$ cat src/rtl/flash_rd_pkg.sv
package flash_rd_pkg;
  typedef enum logic [1:0] {
    SZ_BYTE = 2'd0,
    SZ_HALF = 2'd1,
    SZ_WORD = 2'd2,
    SZ_RSVD = 2'd3
  } xfer_size_e;

  typedef enum logic [1:0] {
    ST_IDLE   = 2'd0,
    ST_ACCESS = 2'd1,
    ST_DONE   = 2'd2
  } rd_state_e;
endpackage

$ cat src/rtl/flash_ws_reg.sv
module flash_ws_reg #(
  parameter int unsigned WS_W     = 4,
  parameter int unsigned WS_RESET = 15
) (
  input  logic            clk_i,
  input  logic            rst_ni,
  input  logic            we_i,
  input  logic [WS_W-1:0] wdata_i,
  output logic [WS_W-1:0] ws_o
);
  logic [WS_W-1:0] ws_q;

  always_ff @(posedge clk_i or negedge rst_ni) begin
    if (!rst_ni)   ws_q <= WS_W'(WS_RESET);
    else if (we_i) ws_q <= wdata_i;
  end

  assign ws_o = ws_q;
endmodule

$ cat src/rtl/flash_lane_sel.sv
module flash_lane_sel
  import flash_rd_pkg::*;
#(
  parameter int unsigned LINE_W = 128,
  parameter int unsigned DATA_W = 32,
  localparam int unsigned LANES = LINE_W / 8,
  localparam int unsigned OFF_W = $clog2(LANES),
  localparam int unsigned BYTES = DATA_W / 8,
  localparam int unsigned CNT_W = $clog2(BYTES) + 1
) (
  input  logic [LINE_W-1:0] line_i,
  input  logic [OFF_W-1:0]  off_i,
  input  xfer_size_e        size_i,
  output logic [DATA_W-1:0] data_o
);
  logic [7:0]       lane [LANES];
  logic [CNT_W-1:0] nbytes;

  always_comb begin
    unique case (size_i)
      SZ_BYTE: nbytes = CNT_W'(1);
      SZ_HALF: nbytes = CNT_W'(2);
      default: nbytes = CNT_W'(BYTES);
    endcase
  end

  for (genvar g = 0; g < LANES; g++) begin : g_lane
    assign lane[g] = line_i[8*g +: 8];
  end

  // result byte j comes from lane off+j; aligned requests never wrap
  for (genvar j = 0; j < BYTES; j++) begin : g_out
    logic [OFF_W-1:0] idx;
    assign idx = off_i + OFF_W'(j);
    assign data_o[8*j +: 8] = (CNT_W'(j) < nbytes) ? lane[idx] : 8'h00;
  end
endmodule

$ cat src/rtl/flash_rd_ctrl.sv
module flash_rd_ctrl
  import flash_rd_pkg::*;
#(
  parameter int unsigned ADDR_W = 16,
  parameter int unsigned DATA_W = 32,
  parameter int unsigned WS_W   = 4
) (
  input  logic              clk_i,
  input  logic              rst_ni,
  input  logic              req_valid_i,
  input  logic [ADDR_W-1:0] req_addr_i,
  input  logic [1:0]        req_size_i,
  input  logic [WS_W-1:0]   ws_i,
  input  logic [DATA_W-1:0] lane_data_i,
  output logic              flash_en_o,
  output logic [ADDR_W-1:0] addr_o,
  output xfer_size_e        size_o,
  output logic              rsp_ready_o,
  output logic              rsp_err_o,
  output logic [DATA_W-1:0] rsp_data_o
);
  rd_state_e         state_q;
  logic [ADDR_W-1:0] addr_q;
  xfer_size_e        size_q;
  logic [WS_W-1:0]   cnt_q;
  logic [DATA_W-1:0] data_q;
  logic              err_q;
  xfer_size_e        req_size;
  logic              bad_req;

  assign req_size = xfer_size_e'(req_size_i);

  always_comb begin
    unique case (req_size)
      SZ_BYTE: bad_req = 1'b0;
      SZ_HALF: bad_req = req_addr_i[0];
      SZ_WORD: bad_req = |req_addr_i[1:0];
      default: bad_req = 1'b1;
    endcase
  end

  always_ff @(posedge clk_i or negedge rst_ni) begin
    if (!rst_ni) begin
      state_q <= ST_IDLE;
      addr_q  <= '0;
      size_q  <= SZ_BYTE;
      cnt_q   <= '0;
      data_q  <= '0;
      err_q   <= 1'b0;
    end else begin
      unique case (state_q)
        ST_IDLE: if (req_valid_i) begin
          addr_q <= req_addr_i;
          size_q <= req_size;
          if (bad_req) begin
            err_q   <= 1'b1;
            data_q  <= '0;
            state_q <= ST_DONE;
          end else begin
            err_q   <= 1'b0;
            cnt_q   <= ws_i;  // wait count frozen for this access
            state_q <= ST_ACCESS;
          end
        end
        ST_ACCESS: begin
          if (cnt_q == '0) begin
            data_q  <= lane_data_i;
            state_q <= ST_DONE;
          end else begin
            cnt_q <= cnt_q - 1'b1;
          end
        end
        ST_DONE: state_q <= ST_IDLE;
        default: state_q <= ST_IDLE;
      endcase
    end
  end

  assign flash_en_o  = (state_q == ST_ACCESS);
  assign rsp_ready_o = (state_q == ST_DONE);
  assign rsp_err_o   = rsp_ready_o & err_q;
  assign rsp_data_o  = data_q;
  assign addr_o      = addr_q;
  assign size_o      = size_q;
endmodule

$ cat src/rtl/flash_rd_port.sv
module flash_rd_port
  import flash_rd_pkg::*;
#(
  parameter int unsigned ADDR_W   = 16,
  parameter int unsigned LINE_W   = 128,
  parameter int unsigned DATA_W   = 32,
  parameter int unsigned WS_W     = 4,
  parameter int unsigned WS_RESET = 15,
  localparam int unsigned OFF_W   = $clog2(LINE_W / 8),
  localparam int unsigned IDX_W   = ADDR_W - OFF_W
) (
  input  logic              clk_i,
  input  logic              rst_ni,
  input  logic              ws_we_i,
  input  logic [WS_W-1:0]   ws_wdata_i,
  input  logic              req_valid_i,
  input  logic [ADDR_W-1:0] req_addr_i,
  input  logic [1:0]        req_size_i,
  output logic              rsp_ready_o,
  output logic              rsp_err_o,
  output logic [DATA_W-1:0] rsp_data_o,
  output logic              flash_en_o,
  output logic [IDX_W-1:0]  flash_addr_o,
  input  logic [LINE_W-1:0] flash_line_i
);
  logic [WS_W-1:0]   ws;
  logic [ADDR_W-1:0] addr_q;
  xfer_size_e        size_q;
  logic [DATA_W-1:0] lane_data;

  flash_ws_reg #(.WS_W(WS_W), .WS_RESET(WS_RESET)) i_ws_reg (
    .clk_i   (clk_i),
    .rst_ni  (rst_ni),
    .we_i    (ws_we_i),
    .wdata_i (ws_wdata_i),
    .ws_o    (ws)
  );

  flash_rd_ctrl #(.ADDR_W(ADDR_W), .DATA_W(DATA_W), .WS_W(WS_W)) i_ctrl (
    .clk_i       (clk_i),
    .rst_ni      (rst_ni),
    .req_valid_i (req_valid_i),
    .req_addr_i  (req_addr_i),
    .req_size_i  (req_size_i),
    .ws_i        (ws),
    .lane_data_i (lane_data),
    .flash_en_o  (flash_en_o),
    .addr_o      (addr_q),
    .size_o      (size_q),
    .rsp_ready_o (rsp_ready_o),
    .rsp_err_o   (rsp_err_o),
    .rsp_data_o  (rsp_data_o)
  );

  flash_lane_sel #(.LINE_W(LINE_W), .DATA_W(DATA_W)) i_lane_sel (
    .line_i (flash_line_i),
    .off_i  (addr_q[OFF_W-1:0]),
    .size_i (size_q),
    .data_o (lane_data)
  );

  assign flash_addr_o = addr_q[ADDR_W-1:OFF_W];
endmodule

$ cat config.mk
export PLATFORM = sky130hd
export DESIGN_NAME = flash_rd_port
export DESIGN_NICKNAME = d
export VERILOG_FILES = /design/src/rtl/flash_rd_pkg.sv /design/src/rtl/flash_ws_reg.sv /design/src/rtl/flash_lane_sel.sv /design/src/rtl/flash_rd_ctrl.sv /design/src/rtl/flash_rd_port.sv
export SDC_FILE = /design/constraint.sdc
export NUM_CORES = 1
export LEC_CHECK = 0
export CELL_PAD_IN_SITES_DETAIL_PLACEMENT = 0
export CELL_PAD_IN_SITES_GLOBAL_PLACEMENT = 2
export CORE_ASPECT_RATIO = 0.8
export CORE_MARGIN = 2
export CORE_UTILIZATION = 32
export CTS_CLUSTER_SIZE = 12
export DETAILED_ROUTE_END_ITERATION = 16
export GPL_ROUTABILITY_DRIVEN = 1
export PLACE_DENSITY_LB_ADDON = 0.1
export RECOVER_POWER = 25
export SLEW_MARGIN = 40
export SYNTH_ARGS = -nofsm -noshare
export SYNTH_HDL_FRONTEND = slang
export SYNTH_SLANG_ARGS = --single-unit
$ cat constraint.sdc
create_clock -name clk_i -period 3.6 [get_ports clk_i]
set_input_delay 0.36 -clock clk_i [delete_from_list [all_inputs] [get_ports clk_i]]
set_output_delay 0.36 -clock clk_i [all_outputs]
set_load 0.01 [all_outputs]
## Word-level counts from Yosys, hierarchy flattened

Cells that the tools add are included.

| word-level totals | value |
|---|---|
| register bits | 61 |
| word-level logic and storage cells | 75 |
| input bits | 154 |

| operators by class | value |
|---|---|
| reductions and logical operators | 10 |
| order comparisons | 8 |
| add/subtract/negate cells | 4 |
| multiplexer cells | 31 |
| eq/ne operators | 10 |
| bitwise logic cells | 5 |

Operator list:

| cell | number |
|---|---|
| 8-bit binary-select mux with 4-bit select | 4 |
| 32-bit two-way mux | 3 |
| 8-bit two-way mux | 12 |
| 32-bit one-hot mux with 2 select lines | 1 |
| 5-bit >= comparator, second input constant | 4 |
| 4-bit NOT with 5-bit output | 4 |
| 4-bit two-way mux | 3 |
| 4-bit by 2-bit adder with 4-bit output, second input constant | 2 |
| 4-bit one-hot mux with 2 select lines | 1 |
| 4-bit AND reduction | 2 |
| 2-bit by 1-bit equality test with 1-bit output, second input constant | 3 |
| 2-bit logical NOT | 3 |
| 1-bit by 3-bit < comparator with 1-bit output, first input constant | 2 |
| 2-bit by 3-bit < comparator with 1-bit output, first input constant | 2 |
| 2-bit two-way mux | 3 |
| 2-bit != test, second input constant | 3 |
| 3-bit one-hot mux with 2 select lines | 1 |
| 4-bit by 1-bit adder with 4-bit output, second input constant | 1 |
| 2-bit equality test, second input constant | 2 |
| 4-bit logical NOT | 1 |
| 2-bit by 1-bit != test with 1-bit output, second input constant | 2 |
| 2-bit one-hot mux with 2 select lines | 1 |
| 2-bit AND reduction | 2 |
| 4-bit by 1-bit subtractor with 4-bit output, second input constant | 1 |
| other kinds (5) | 5 |

## Depth between registers and ports, before layout

Gate-level depths: netlist of the first run.

| depth | value |
|---|---|
| word-level depth | 8 |
| depth in mapped cells | 12 |
| gate-level depth less buffers | 7 |

## Modules after synthesis

From an unflattened synthesis of the first run, not the netlist that was laid out.

| second synthesis, totals | value |
|---|---|
| cells, all modules | 503 |
| area, all modules | 6,391.1 um^2 |

By module, submodules not included:

| module | area an instance (um^2) | times used | cells an instance |
|---|---|---|---|
| flash_lane_sel | 3,863.7 | 1 | 267 |
| flash_rd_ctrl | 2,377.3 | 1 | 228 |
| flash_ws_reg | 150.1 | 1 | 8 |

## Worst setup path before layout of the first run

No wires, ideal clock.

| timing path | value |
|---|---|
| kind | reg2reg |
| start point | reg i_ctrl.addr_q[0] (netlist: i_ctrl.addr_o[0]) |
| end point | reg i_ctrl.data_q[26] (netlist: i_ctrl.rsp_data_o[26]) |
| setup slack | 0.846 ns |
| buffers on the path | 5 |
| cell stages (with the launch flop) | 12 |
| data arrival time | 2.614 ns |
| cells stage by stage | dfrtp_1 -> buf_6 -> buf_8 -> buf_6 -> clkinv_1 -> buf_2 -> ha_1 -> xnor2_4 -> buf_4 -> mux4_2 -> mux2i_1 -> o221ai_1 |

| on the way | value |
|---|---|
| longest elaborated chain between the ends | 8 |

Ends and longest elaborated chain:

| element | line | text |
|---|---|---|
| start: declaration | flash_rd_ctrl.sv:23 | `logic [ADDR_W-1:0] addr_q;` |
| start signal: assignment | flash_rd_ctrl.sv:53 | `addr_q <= req_addr_i;` |
| 4-bit by 2-bit adder with 4-bit output | flash_lane_sel.sv:34 | `assign idx = off_i + OFF_W'(j);` |
| 4-bit NOT with 5-bit output (not written as such) | flash_lane_sel.sv:35 | `assign data_o[8*j +: 8] = (CNT_W'(j) < nbytes) ? lane[idx] : 8'h00;` |
| 8-bit binary-select mux with 4-bit select | flash_lane_sel.sv:35 |  |
| 8-bit two-way mux (not written as such) (2 in a row) | flash_lane_sel.sv:35 |  |
| 8-bit two-way mux | flash_lane_sel.sv:35 |  |
| 32-bit two-way mux | flash_rd_ctrl.sv:66 | `if (cnt_q == '0) begin` |
| 32-bit one-hot mux with 2 select lines | flash_rd_ctrl.sv:51 | `unique case (state_q)` |
| end signal: assignment | flash_rd_ctrl.sv:67 | `data_q <= lane_data_i;` |
| end: declaration | flash_rd_ctrl.sv:26 | `logic [DATA_W-1:0] data_q;` |

No other way between the ends. The select of a mux whose other input is x is not followed.
A chain may end at the register's enable or synchronous reset.

## Final worst setup path of the first run

| timing path | value |
|---|---|
| start point | reg i_ctrl.state_q[0] |
| end point | reg i_ctrl.data_q[23] (netlist: i_ctrl.rsp_data_o[23]) |

| on the way | value |
|---|---|
| longest elaborated chain between the ends | 3 |
| elaborated cells on any way between the ends | 8 |
| those cells by class | eq/ne: 4; mux: 1; reduce/logical: 3 |

Ends and longest elaborated chain:

| element | line | text |
|---|---|---|
| start: declaration | flash_rd_ctrl.sv:22 | `rd_state_e state_q;` |
| start signal: assignment | flash_rd_ctrl.sv:44 | `state_q <= ST_IDLE;` |
| start signal: assignment | flash_rd_ctrl.sv:58 | `state_q <= ST_DONE;` |
| start signal: assignment | flash_rd_ctrl.sv:62 | `state_q <= ST_ACCESS;` |
| 2-bit by 1-bit equality test with 1-bit output / 2-bit logical NOT (equally long branches) | flash_rd_ctrl.sv:51 |  |
| 2-bit by 1-bit != test with 1-bit output (no line), or another cell as far along | - |  |
| 4-bit AND reduction (no line) | - |  |

Several ways; a longest one is shown, not always the timed one.

==> out/metrics.yaml, run 1 <==
worst_setup_path:
  reg2regPathDepth: 6
  worstPathCellList: "nor2b_1 > and2_1 > buf_4 > nor3b_2 > a22oi_1 > nand2_1"
  arrival_ps: 3120
  reg2reg_to: "i_ctrl.rsp_data_o[23]$_DFFE_PN0P_"
  worstSetupPathType: "reg -> reg"
  cp_top_family: "simple AND/OR/NAND/NOR gates"
  end_kind: "flop"
  cp_slowest_cell: "nor3b_2"
  cp_slowest_stage_delay_ps: 710
  critPathRequiredTime_ps: 3870
  critical_path.max_fanout: 11
  regToRegSetupSlack_ps: 750
  worst-path-stages: 6
  crit_buf_inv: 1
  cp-start-kind: "flop"
  r2r-start: "i_ctrl.state_q[0]$_DFFE_PN0P_"
clock_tree:
  clk_path_buf_depth: 2
  hold_buffers: 0
  cts_setup_buffers: 0
  cts_max_level: 3
  cts_resized: 0
  clk_latency_ps: 340
  cts_tree: "done"
  clk_pin_slew_ps: 60
  numClockSinks: 61
  tritoncts.num_buffers: 9
  cts_root_buf: "clkbuf_16"
drt:
  drt-initial-drc-count: 402
  vias_per_cell: 6.00
  num_vias: 5634
  wl_microns: 23600
  drtAntennaViolNets: 0
  drc: 0
  first_pass_iters: 4
  wire_per_inst_microns: 25.1
timing:
  period_share: 0.791
  tns_ps: 0
  relSlewSlack: 0.0666
  tightest_slew_ps: 1400
  rsz0062_at_grt: "false"
  slew_viol_final: 0
  timing.fmax_mhz: 351
  setup_viol: 0
  fin_crit_ps: 2850
  hold_viol: 0
  finalClockSkew_ps: 3.70
cells_and_area:
  drive_gt1_frac: 0.321
  area_growth_pct: 36.6
  nets: 825
  antenna_cells: 0
  final_util: 0.441
synth:
  synthCells: 496
  ys_top_cells_by_count: "mux4_2, dfrtp_1, nand2_1"
  synth.most_common_cell: "mux4_2"
  syn-num-nets: 656
  synthFlopType: "dfrtp_1"
  synth-edff-count: 0
  syn_area_per_cell_sq_um: 13.4
  ys_types: 47
  yosys_warnings: 0
  synth_area_sq_mm: 0.00662
  synth-seq-area-share: 0.231
  ys_ff_latch: 61
  yosys.area.top_type: "mux4_2"
  netlist_top_cells_area: "mux4_2, dfrtp_1, mux2_2"
  async_flop_share: 1.00
  yosysTopAreaCellShare: 0.439
status:
  status: "complete, no violations"
global_routing:
  grt_max_degree: 45
  globalRouteOverflowTotal: 0
  grt_pass1_vias: 5877
  antenna_found_initial: 0
  grt_usage: 0.221
  grt_pass1_wl_microns: 35900
pwr:
  peakVddDrop_mv: 0.467
  power_leakage_nw: 3.28
  powerDensity_mw_per_mm2: 906
floorplanning:
  initial_core_util: 0.323
  dieArea_sq_mm: 0.0219
  core_region_area_sq_mm: 0.0205
  rows: 47
  dieHeight_microns: 133
  ioPinCount: 201
  dieWidth_microns: 165
placed_design:
  routabilityCongestion: 0.873
  portBuffers: 200
  hpwl_microns: 18000
min_path:
  hp-class: "in -> async"
run:
  drv_cap: 0
## layer usage
layer,vias to the layer above,global-route usage,share of wire
li1,2397,-,-
met1,2926,0.306,0.43
met2,284,0.355,0.48
met3,27,0.0508,0.077
met4,0,0.0498,0.015
met5,-,0,0
## power by group
part	leakage (nW)	internal (mW)	switching (mW)	total, mW
sequential	0.775	0.959	0.386	1.35
clock	0.138	0.537	0.344	0.881
combinational	2.37	3.30	2.67	5.97
## state kept, by name, indices dropped and copies added (netlist names)
signal             flops
i_ctrl.err_q           1
i_ctrl.cnt_q           4
i_ctrl.state_q         2
i_ctrl.addr_o         16
i_ctrl.rsp_data_o     32
i_ctrl.size_o          2
i_ws_reg.ws_o          4
## per-stage QoR
stage	area (sq um)	power, mW	hold WS, ps	worst slack, ps	instances
after floorplan	6620	5.80	64.4	846	496
after global placement	8750	7.35	386	768	923
after detailed placement	8750	7.39	388	752	923
after CTS	9050	8.31	28.6	732	939
after global routing	9040	8.78	436	568	939
final	9040	8.20	327	751	939
## kinds of logic (layout without fill, tap and decap cells)
family / after synthesis / after routing / synth area share
simple gates: 89 / 89 / 0.0637
compound gates: 85 / 85 / 0.0935
buf+inv: 68 / 242 / 0.0640
flops: 61 / 61 / 0.231
xor+xnor: 5 / 5 / 0.0106
mux: 182 / 182 / 0.526
fa+ha+maj: 6 / 6 / 0.0113
## worst reg2reg max path: stages (launching register included)
cell and delay, ps:
dfrtp_1 550, nor2b_1 410, and2_1 500, buf_4 260, nor3b_2 710, a22oi_1 220
nand2_1 130
## area by class of cell
type | instances | area, sq um
repair buffers | 219 | 2140
well taps | 269 | 337
flip-flops and latches | 61 | 1540
multi-input cells | 367 | 4700
inverters | 7 | 26.3
clock inverters | 7 | 75.1
clock buffers | 9 | 225
fillers | 1897 | 11500
## placed cells by master, fill, tap and decap left out, drive strengths merged, types with 4 or more instances in the layout
master	instances
a211oi	15
a21oi	5
a22o	8
a22oi	9
a31oi	9
and2	4
buf	17
clkbuf	12
clkdlybuf4s50	198
dfrtp	57
dfstp	4
ha	6
inv	7
mux2	36
mux2i	17
mux4	129
nand2	55
nor2b	17
o21ai	6
o221ai	8
o22ai	10
o31ai	9
## how the worst max path moves through the flow
| stage | slack (ps) | to | startpoint |
|---|---|---|---|
| final | 750 | i_ctrl.rsp_data_o[23]$_DFFE_PN0P_ | i_ctrl.state_q[0]$_DFFE_PN0P_ |
| after global routing | 570 | i_ctrl.rsp_data_o[23]$_DFFE_PN0P_ | i_ctrl.state_q[0]$_DFFE_PN0P_ |
| after CTS | 730 | i_ctrl.rsp_data_o[2]$_DFFE_PN0P_ | i_ctrl.addr_o[1]$_DFFE_PN0P_ |
| after detailed placement | 750 | i_ctrl.rsp_data_o[2]$_DFFE_PN0P_ | i_ctrl.addr_o[1]$_DFFE_PN0P_ |
| after global placement | 770 | i_ctrl.rsp_data_o[23]$_DFFE_PN0P_ | i_ctrl.state_q[0]$_DFFE_PN0P_ |
| after floorplan | 850 | i_ctrl.rsp_data_o[26]$_DFFE_PN0P_ | i_ctrl.addr_o[0]$_DFFE_PN0P_ |
Power figures use the tool's default switching activity.
==> inputs of run 2 (changes only) <==
--- a/config.mk
+++ b/config.mk
@@ -9,7 +9,7 @@
 export CELL_PAD_IN_SITES_GLOBAL_PLACEMENT = 2
 export CORE_ASPECT_RATIO = 0.8
 export CORE_MARGIN = 2
-export CORE_UTILIZATION = 32
+export CORE_UTILIZATION = 29
 export CTS_CLUSTER_SIZE = 12
 export DETAILED_ROUTE_END_ITERATION = 16
 export GPL_ROUTABILITY_DRIVEN = 1
==> constraint.sdc (replaced) <==
create_clock -name clk_i -period 2.5 [get_ports clk_i]
set_input_delay 0.25 -clock clk_i [delete_from_list [all_inputs] [get_ports clk_i]]
set_output_delay 0.25 -clock clk_i [all_outputs]
set_load 0.01 [all_outputs]
==> run 2 against run 1 <==
Against the previous run:
- the flow now finishes with violations (capacitance limit, slew limit)
- non-clock buffer count up 21
- sequential cell count stayed put
- first-iteration DRC count up 40%
- routed wire length up 4.5%
- final area increased by 3.8%
- clock skew up 5.2 ps
- largest power group unchanged
- highest routed layer unchanged
==> out/metrics.yaml, run 2 (same netlist as run 1, synthesis figures left out) <==
cells_and_area:
  fillCellCount: 2137  # +13%
  layout.cells.non_filler: 997  # +6.2%
  largest_reg_flops: 32  # unchanged
  drive_gt1_frac: 0.347  # +0.0264
  final_cell_mix: "clkdlybuf4s50_1, mux4_2, nand2_1, dfrtp_1, mux2_2"
  layout_commonest_cell: "clkdlybuf4s50_1"
  antenna_cells: 0  # unchanged
  final_area_sq_mm: 0.00939  # +3.8%
  area_growth_pct: 41.7
  nets: 846  # +2.5%
clock_tree:
  cts_max_level: 3  # unchanged
  clk_path_buf_depth: 2  # unchanged
  clk_latency_ps: 340  # about the same
  cts_tree: "done"
  clk_pin_slew_ps: 60  # about the same
  numClockSinks: 61  # unchanged
  tritoncts.num_buffers: 9  # unchanged
  cts_root_buf: "clkbuf_16"
run:
  drv_cap: 1  # +1
timing:
  relSlewSlack: -0.0925  # -0.159
  rsz0062_at_grt: "false"
  timing.fmax_mhz: 424  # +21%
  hold_viol: 0  # unchanged
  slew_viol_final: 24  # +24
  fin_ws_ps: 141  # -610 ps
  fin_crit_ps: 2360  # -490 ps
  tightest_slew_ps: 1640  # +239 ps
  setup_viol: 0  # unchanged
  tns_ps: 0  # unchanged
  period_share: 0.943  # +0.152
  finalClockSkew_ps: 8.91  # +5.20 ps
pwr:
  power_leakage_nw: 3.44  # +4.8%
  peakVddDrop_mv: 0.640  # +37%
  powerDensity_mw_per_mm2: 1320  # +46%
  total_power_mw: 12.4  # +51%
floorplanning:
  core_region_area_sq_mm: 0.0224  # +9.3%
  ioPinCount: 201  # unchanged
  initial_core_util: 0.295  # -0.0275
  dieHeight_microns: 139  # +4.9%
  rows: 49  # +4.3%
  dieArea_sq_mm: 0.0241  # +10%
  dieWidth_microns: 173  # +4.9%
placed_design:
  place_area_sq_mm: 0.00900  # +2.9%
  place_ws_ps: -55.2  # -807 ps
  portBuffers: 200  # unchanged
  routabilityCongestion: 0.812  # -6.9%
  placedCellCount: 978  # +6.0%
  hpwl_microns: 18900  # +5.0%
drt:
  drt-initial-drc-count: 562  # +40%
  drtAntennaViolNets: 0  # unchanged
  num_vias: 5640  # +0.11%
  wire_per_inst_microns: 24.7  # -1.6%
  vias_per_cell: 5.66  # -5.7%
  wl_microns: 24600  # +4.5%
  first_pass_iters: 5  # +1
  drc: 0  # unchanged
status:
  status: "finished, violations left"
  violations: "capacitance limit, slew limit"
global_routing:
  grt_max_degree: 49  # +8.9%
  antenna_found_initial: 0  # unchanged
  globalRouteOverflowTotal: 0  # unchanged
  grt_usage: 0.207  # -0.0134
  grt_pass1_wl_microns: 37800  # +5.2%
  grt_pass1_vias: 5937  # +1.0%
worst_setup_path:
  arrival_ps: 2590  # -530 ps
  critPathRequiredTime_ps: 2730  # -1140 ps
  critical_path.max_fanout: 48  # +37
  end_kind: "flop"
  cp-start-kind: "flop"
  worstSetupPathType: "reg -> reg"
min_path:
  hp-class: "in -> reg"
-- run 2: changes by cell type in the layout (fill, tap and decap cells not counted) --
cell | previous run | this run
a211oi_1 | 15 | 14
inv_6 | 1 | 0
and2_2 | 0 | 1
and2_1 | 3 | 2
buf_4 | 16 | 29
clkinv_4 | 1 | 2
a211oi_2 | 0 | 1
clkinv_1 | 1 | 0
bufinv_16 | 1 | 2
buf_12 | 1 | 8
buf_6 | 0 | 2
dlygate4sd3_1 | 1 | 2
clkbuf_1 | 3 | 1
-- run 2: area by class of cell --
type                            instances  area, sq um  area share
Timing Repair Buffer                  240         2410       0.256
Sequential cell                        61         1540       0.164
Clock buffer                            9          225      0.0240
Tap cell                              306          383      0.0408
Inverter                                7         27.5     0.00293
Multi-Input combinational cell        367         4700       0.501
Clock inverter                          7          100      0.0107
-- run 2: metal layers --
metal	vias up	wire length [microns]	track usage
met3	28	1440	0.0345
met1	2928	10900	0.290
met5	-	0	0
met4	0	476	0.0566
met2	247	11900	0.335
li1	2437	-	-
-- run 2: repair_timing --
action | 4_1_cts | 5_1_grt
endpoints found under the hold margin | 23 | 0
gates cloned | 0 | 0
resized for setup | 1 | 3
setup buffers | 2 | 0
pin swaps | 1 | 0
setup endpoints to repair | 9 | 7
hold buffers | 1 | 0
-- run 2: final timing paths --
check / start / to / slack, ps / depth (start not counted)
worst min-delay path: ws_wdata_i[0] / i_ws_reg.ws_o[0]$_DFFE_PN1P_ / 440 / 3
worst max-delay path: i_ctrl.addr_o[1]$_DFFE_PN0P_ / i_ctrl.rsp_data_o[6]$_DFFE_PN0P_ / 140 / 5
min in group asynchronous: rst_ni / i_ctrl.rsp_data_o[3]$_DFFE_PN0P_ / 880 / 2
worst max register to register: i_ctrl.addr_o[1]$_DFFE_PN0P_ / i_ctrl.rsp_data_o[6]$_DFFE_PN0P_ / 140 / 5
worst min register to register: i_ctrl.rsp_data_o[17]$_DFFE_PN0P_ / i_ctrl.rsp_data_o[17]$_DFFE_PN0P_ / 470 / 2
max in group asynchronous: rst_ni / i_ws_reg.ws_o[3]$_DFFE_PN1P_ / 620 / 3
-- run 2: power by group --
group | total, mW | switching, mW | internal (mW)
Combinational | 9.29 | 4.15 | 5.13
Sequential | 1.72 | 0.340 | 1.38
Clock | 1.40 | 0.523 | 0.876
-- run 2: critical path, cell delays in order (launching register included) --
cell and delay, ps:
dfrtp_4 400, buf_6 230, buf_12 330, mux4_2 550, mux4_2 490, a22o_1 190
-- run 2: per-stage QoR --
step | hold slack [ps] | utilization
after floorplan | -45.6 | -
after global placement | 314 | 0.401
after detailed placement | 328 | 0.401
after CTS | 428 | 0.417
after global routing | 459 | 0.418
final | 444 | 0.418
==> inputs of run 3 (changes only) <==
--- a/config.mk
+++ b/config.mk
@@ -8,8 +8,7 @@
 export CELL_PAD_IN_SITES_DETAIL_PLACEMENT = 0
 export CELL_PAD_IN_SITES_GLOBAL_PLACEMENT = 2
 export CORE_ASPECT_RATIO = 0.8
-export CORE_MARGIN = 2
-export CORE_UTILIZATION = 29
+export CORE_UTILIZATION = 28
 export CTS_CLUSTER_SIZE = 12
 export DETAILED_ROUTE_END_ITERATION = 16
 export GPL_ROUTABILITY_DRIVEN = 1
@@ -18,4 +17,5 @@
 export SLEW_MARGIN = 40
 export SYNTH_ARGS = -nofsm -noshare
 export SYNTH_HDL_FRONTEND = slang
+export SYNTH_HIERARCHICAL = 1
 export SYNTH_SLANG_ARGS = --single-unit
==> run 3 against run 2 <==
Against the previous run:
- the flow now finishes without violations
- setup slack lost 47 ps
- clock-buffer cell count is 1 higher
- sequential cell count stayed put
- first-iteration DRC count shrank 56%
- combinational power down 2%
- die area decreased by 2.6%
- power down 2.4%
- final cell count up 1.3%
- via count shrank 4.7%
- hold slack improved by 27 ps
- synthesized area is 3.5% lower
- non-clock buffer count decreased by 8
- critical path type unchanged
- largest power group unchanged
- highest routed layer unchanged
==> out/metrics.yaml, run 3 <==
status:
  status: "complete, no violations"
worst_setup_path:
  critPathRequiredTime_ps: 2770  # +40 ps
  worstPathCellList: "ha_1 > xnor2_4 > buf_12 > mux4_2 > nor2_1 > o32ai_1 > buf_4 > nand2_1 > o21ai_1"
  cp-start-kind: "flop"
  cp_slowest_cell: "o32ai_1"
  reg2regPathDepth: 9  # +4
  r2r-start: "i_ctrl/addr_o[0]$_DFFE_PN0P_"
  crit_buf_inv: 2  # unchanged
  critical_path.max_fanout: 17  # -65%
  cp_slowest_stage_delay_ps: 550  # about the same
  regToRegSetupSlack_ps: 90  # -50 ps
  end_kind: "flop"
  reg2reg_to: "i_ctrl/rsp_data_o[14]$_DFFE_PN0P_"
  worstSetupPathType: "reg -> reg"
  cp_top_family: "compound AO/OA/AOI/OAI gates"
  arrival_ps: 2670  # +80 ps
timing:
  tns_ps: 0  # unchanged
  slew_viol_final: 0  # -100%
  timing.fmax_mhz: 416  # -1.9%
  setup_viol: 0  # unchanged
  relSlewSlack: 0.412  # +0.504
  finalClockSkew_ps: 7.70  # -1.21 ps
  fin_crit_ps: 2410  # +46.6 ps
  rsz0062_at_grt: "false"
  tightest_slew_ps: 882  # -757 ps
  hold_viol: 0  # unchanged
  period_share: 0.962  # +0.0186
  fin_ws_ps: 94.7  # -46.6 ps
synth:
  yosysTopAreaCellShare: 0.328  # -0.111
  yosys.area.top_type: "mux4_2"
  synth.most_common_cell: "mux4_2"
  synth-seq-area-share: 0.240  # +0.00838
  syn_area_per_cell_sq_um: 12.7  # -4.8%
  async_flop_share: 1.00  # unchanged
  synthFlopType: "dfrtp_1"
  ys_top_cells_by_count: "mux4_2, mux2i_1, nand2_1"
  synth_area_sq_mm: 0.00639  # -3.5%
  ys_types: 43  # -8.5%
  yosys_warnings: 6  # +6
  synth-edff-count: 0  # unchanged
  netlist_top_cells_area: "mux4_2, dfrtp_1, mux2i_1"
  ys_ff_latch: 61  # unchanged
  syn-num-nets: 663  # +1.1%
  synthCells: 503  # +1.4%
cells_and_area:
  drive_gt1_frac: 0.256  # -0.0916
  multi_input_area_sq_mm: 0.00449  # -4.6%
  layout_commonest_cell: "clkdlybuf4s50_1"
  nets: 859  # +1.5%
  area_growth_pct: 41.2
  final_cell_mix: "clkdlybuf4s50_1, mux4_2, mux2i_1, nand2_1, dfrtp_1"
  fillCellCount: 2188  # +2.4%
  antenna_cells: 0  # unchanged
  largest_reg_flops: 32  # unchanged
  seq_area_sq_mm: 0.00154  # about the same
floorplanning:
  initial_core_util: 0.285  # -0.0103
  dieWidth_microns: 171  # -1.2%
  rows: 49  # unchanged
  dieHeight_microns: 137  # -1.5%
  dieArea_sq_mm: 0.0234  # -2.6%
  ioPinCount: 201  # unchanged
  core_region_area_sq_mm: 0.0224  # unchanged
drt:
  num_vias: 5375  # -4.7%
  drtAntennaViolNets: 0  # unchanged
  drc: 0  # unchanged
  wl_microns: 23200  # -6.0%
  first_pass_iters: 4  # -1
  drt-initial-drc-count: 246  # -56%
  wire_per_inst_microns: 22.9  # -7.2%
  vias_per_cell: 5.32  # -5.9%
pwr:
  p_sw_frac: 0.425  # +0.0206
  p_clk_frac: 0.101  # -0.012
  seqPwrFrac: 0.147  # +0.008
  peakVddDrop_mv: 0.717  # +12%
  p_int_mw: 6.96  # -5.8%
  power_leakage_nw: 3.47  # +0.81%
  powerDensity_mw_per_mm2: 1340  # +1.5%
  pwr-share-comb: 0.751  # +0.003
  p_switching_mw: 5.14  # +2.5%
placed_design:
  portBuffers: 200  # unchanged
  place_ws_ps: 189  # +245 ps
  hpwl_microns: 18100  # -4.0%
  routabilityCongestion: 0.812  # about the same
clock_tree:
  cts_setup_buffers: 0  # -2
  cts_root_buf: "clkbuf_16"
  clk_pin_slew_ps: 60  # about the same
  numClockSinks: 61  # unchanged
  clk_path_buf_depth: 2  # unchanged
  cts_max_level: 3  # unchanged
  tritoncts.num_buffers: 9  # unchanged
  clk_latency_ps: 340  # about the same
  cts_tree: "done"
global_routing:
  grt_pass1_wl_microns: 35100  # -7.2%
  grt_max_degree: 82  # +67%
  grt_pass1_vias: 5651  # -4.8%
  grt_usage: 0.206  # -0.00182
  antenna_found_initial: 0  # unchanged
  globalRouteOverflowTotal: 0  # unchanged
min_path:
  hp-class: "reg -> reg"
  hold_depth: 1  # -2
  min_to: "i_ctrl/err_q$_DFFE_PN0P_"
  holdCritStartpoint: "i_ctrl/err_q$_DFFE_PN0P_"
run:
  drv_cap: 0  # -1
==> run 3: cell count changes after synthesis, moves of 13 or more <==
cell,previous run,this run
o21ai_1,0,34
nor2b_1,17,1
buf_4,25,5
a211oi_1,15,0
mux4_2,129,93
mux2_2,36,22
mux4_1,0,13
mux2i_1,17,76
nand2_1,55,69
o22ai_1,9,22
==> run 3: per-stage QoR <==
| step | utilization | instance area (sq um) | total power [mW] | hold slack, ps | std cells |
|---|---|---|---|---|---|
| after detailed placement | 0.390 | 8750 | 10.9 | 357 | 993 |
| after global routing | 0.402 | 9020 | 12.9 | 512 | 1010 |
| final | 0.402 | 9020 | 12.1 | 471 | 1010 |
| after CTS | 0.403 | 9040 | 12.2 | 474 | 1010 |
| after global placement | 0.390 | 8750 | 10.9 | 352 | 993 |
| after floorplan | - | 6400 | 8.15 | -45.6 | 503 |
==> run 3: power by group through the flow <==
stage | registers [mW] | logic (mW) | clock network [mW]
4_1_cts | 1.79 | 9.16 | 1.28
5_1_grt | 1.84 | 9.78 | 1.31
3_5_place_dp | 1.81 | 9.12 | 0
6_report | 1.78 | 9.10 | 1.23
3_3_place_gp | 1.78 | 9.10 | 0
2_1_floorplan | 1.77 | 6.38 | 0
==> run 3: logic make-up (layout without fill, tap and decap cells) <==
group / Yosys count / after routing / share of synthesized area
mux: 204 / 204 / 0.539
xor+xnor: 5 / 5 / 0.0127
flops: 61 / 61 / 0.240
compound gates: 72 / 72 / 0.0654
fa+ha+maj: 6 / 6 / 0.0117
buf+inv: 55 / 256 / 0.0589
simple gates: 100 / 100 / 0.0726
==> run 3: worst max-delay path by stage <==
stage | start | end | slack [ps] | depth (start not counted)
global route | i_ctrl/addr_o[0]$_DFFE_PN0P_ | i_ctrl/rsp_data_o[24]$_DFFE_PN0P_ | 20 | 8
finish | i_ctrl/addr_o[0]$_DFFE_PN0P_ | i_ctrl/rsp_data_o[14]$_DFFE_PN0P_ | 90 | 9
CTS | i_ctrl/addr_o[2]$_DFFE_PN0P_ | i_ctrl/rsp_data_o[25]$_DFFE_PN0P_ | 170 | 7
global placement | i_ctrl/addr_o[0]$_DFFE_PN0P_ | i_ctrl/rsp_data_o[14]$_DFFE_PN0P_ | 190 | 9
floorplan | i_ctrl/addr_o[1]$_DFFE_PN0P_ | i_ctrl/rsp_data_o[29]$_DFFE_PN0P_ | 3 | 12
detailed placement | i_ctrl/addr_o[2]$_DFFE_PN0P_ | i_ctrl/rsp_data_o[25]$_DFFE_PN0P_ | 190 | 7
==> run 3: final cells by class <==
cell class / count / area share
Sequential cell: 61 / 0.171
Clock inverter: 6 / 0.00527
Inverter: 8 / 0.00360
Multi-Input combinational cell: 387 / 0.497
Timing Repair Buffer: 232 / 0.254
Tap cell: 306 / 0.0424
Clock buffer: 10 / 0.0265
==> run 3: metal layers <==
metal,global-route usage,vias to the layer above,share of wire
li1,-,2418,-
met5,0,-,0
met1,0.299,2752,0.47
met4,0.0347,0,0.012
met2,0.319,190,0.46
met3,0.0405,15,0.055
==> run 3: repair_timing <==
item,in CTS,in global routing
hold endpoints to repair,15,0
hold buffers,1,0
resized for setup,0,0
setup endpoints to repair,0,0
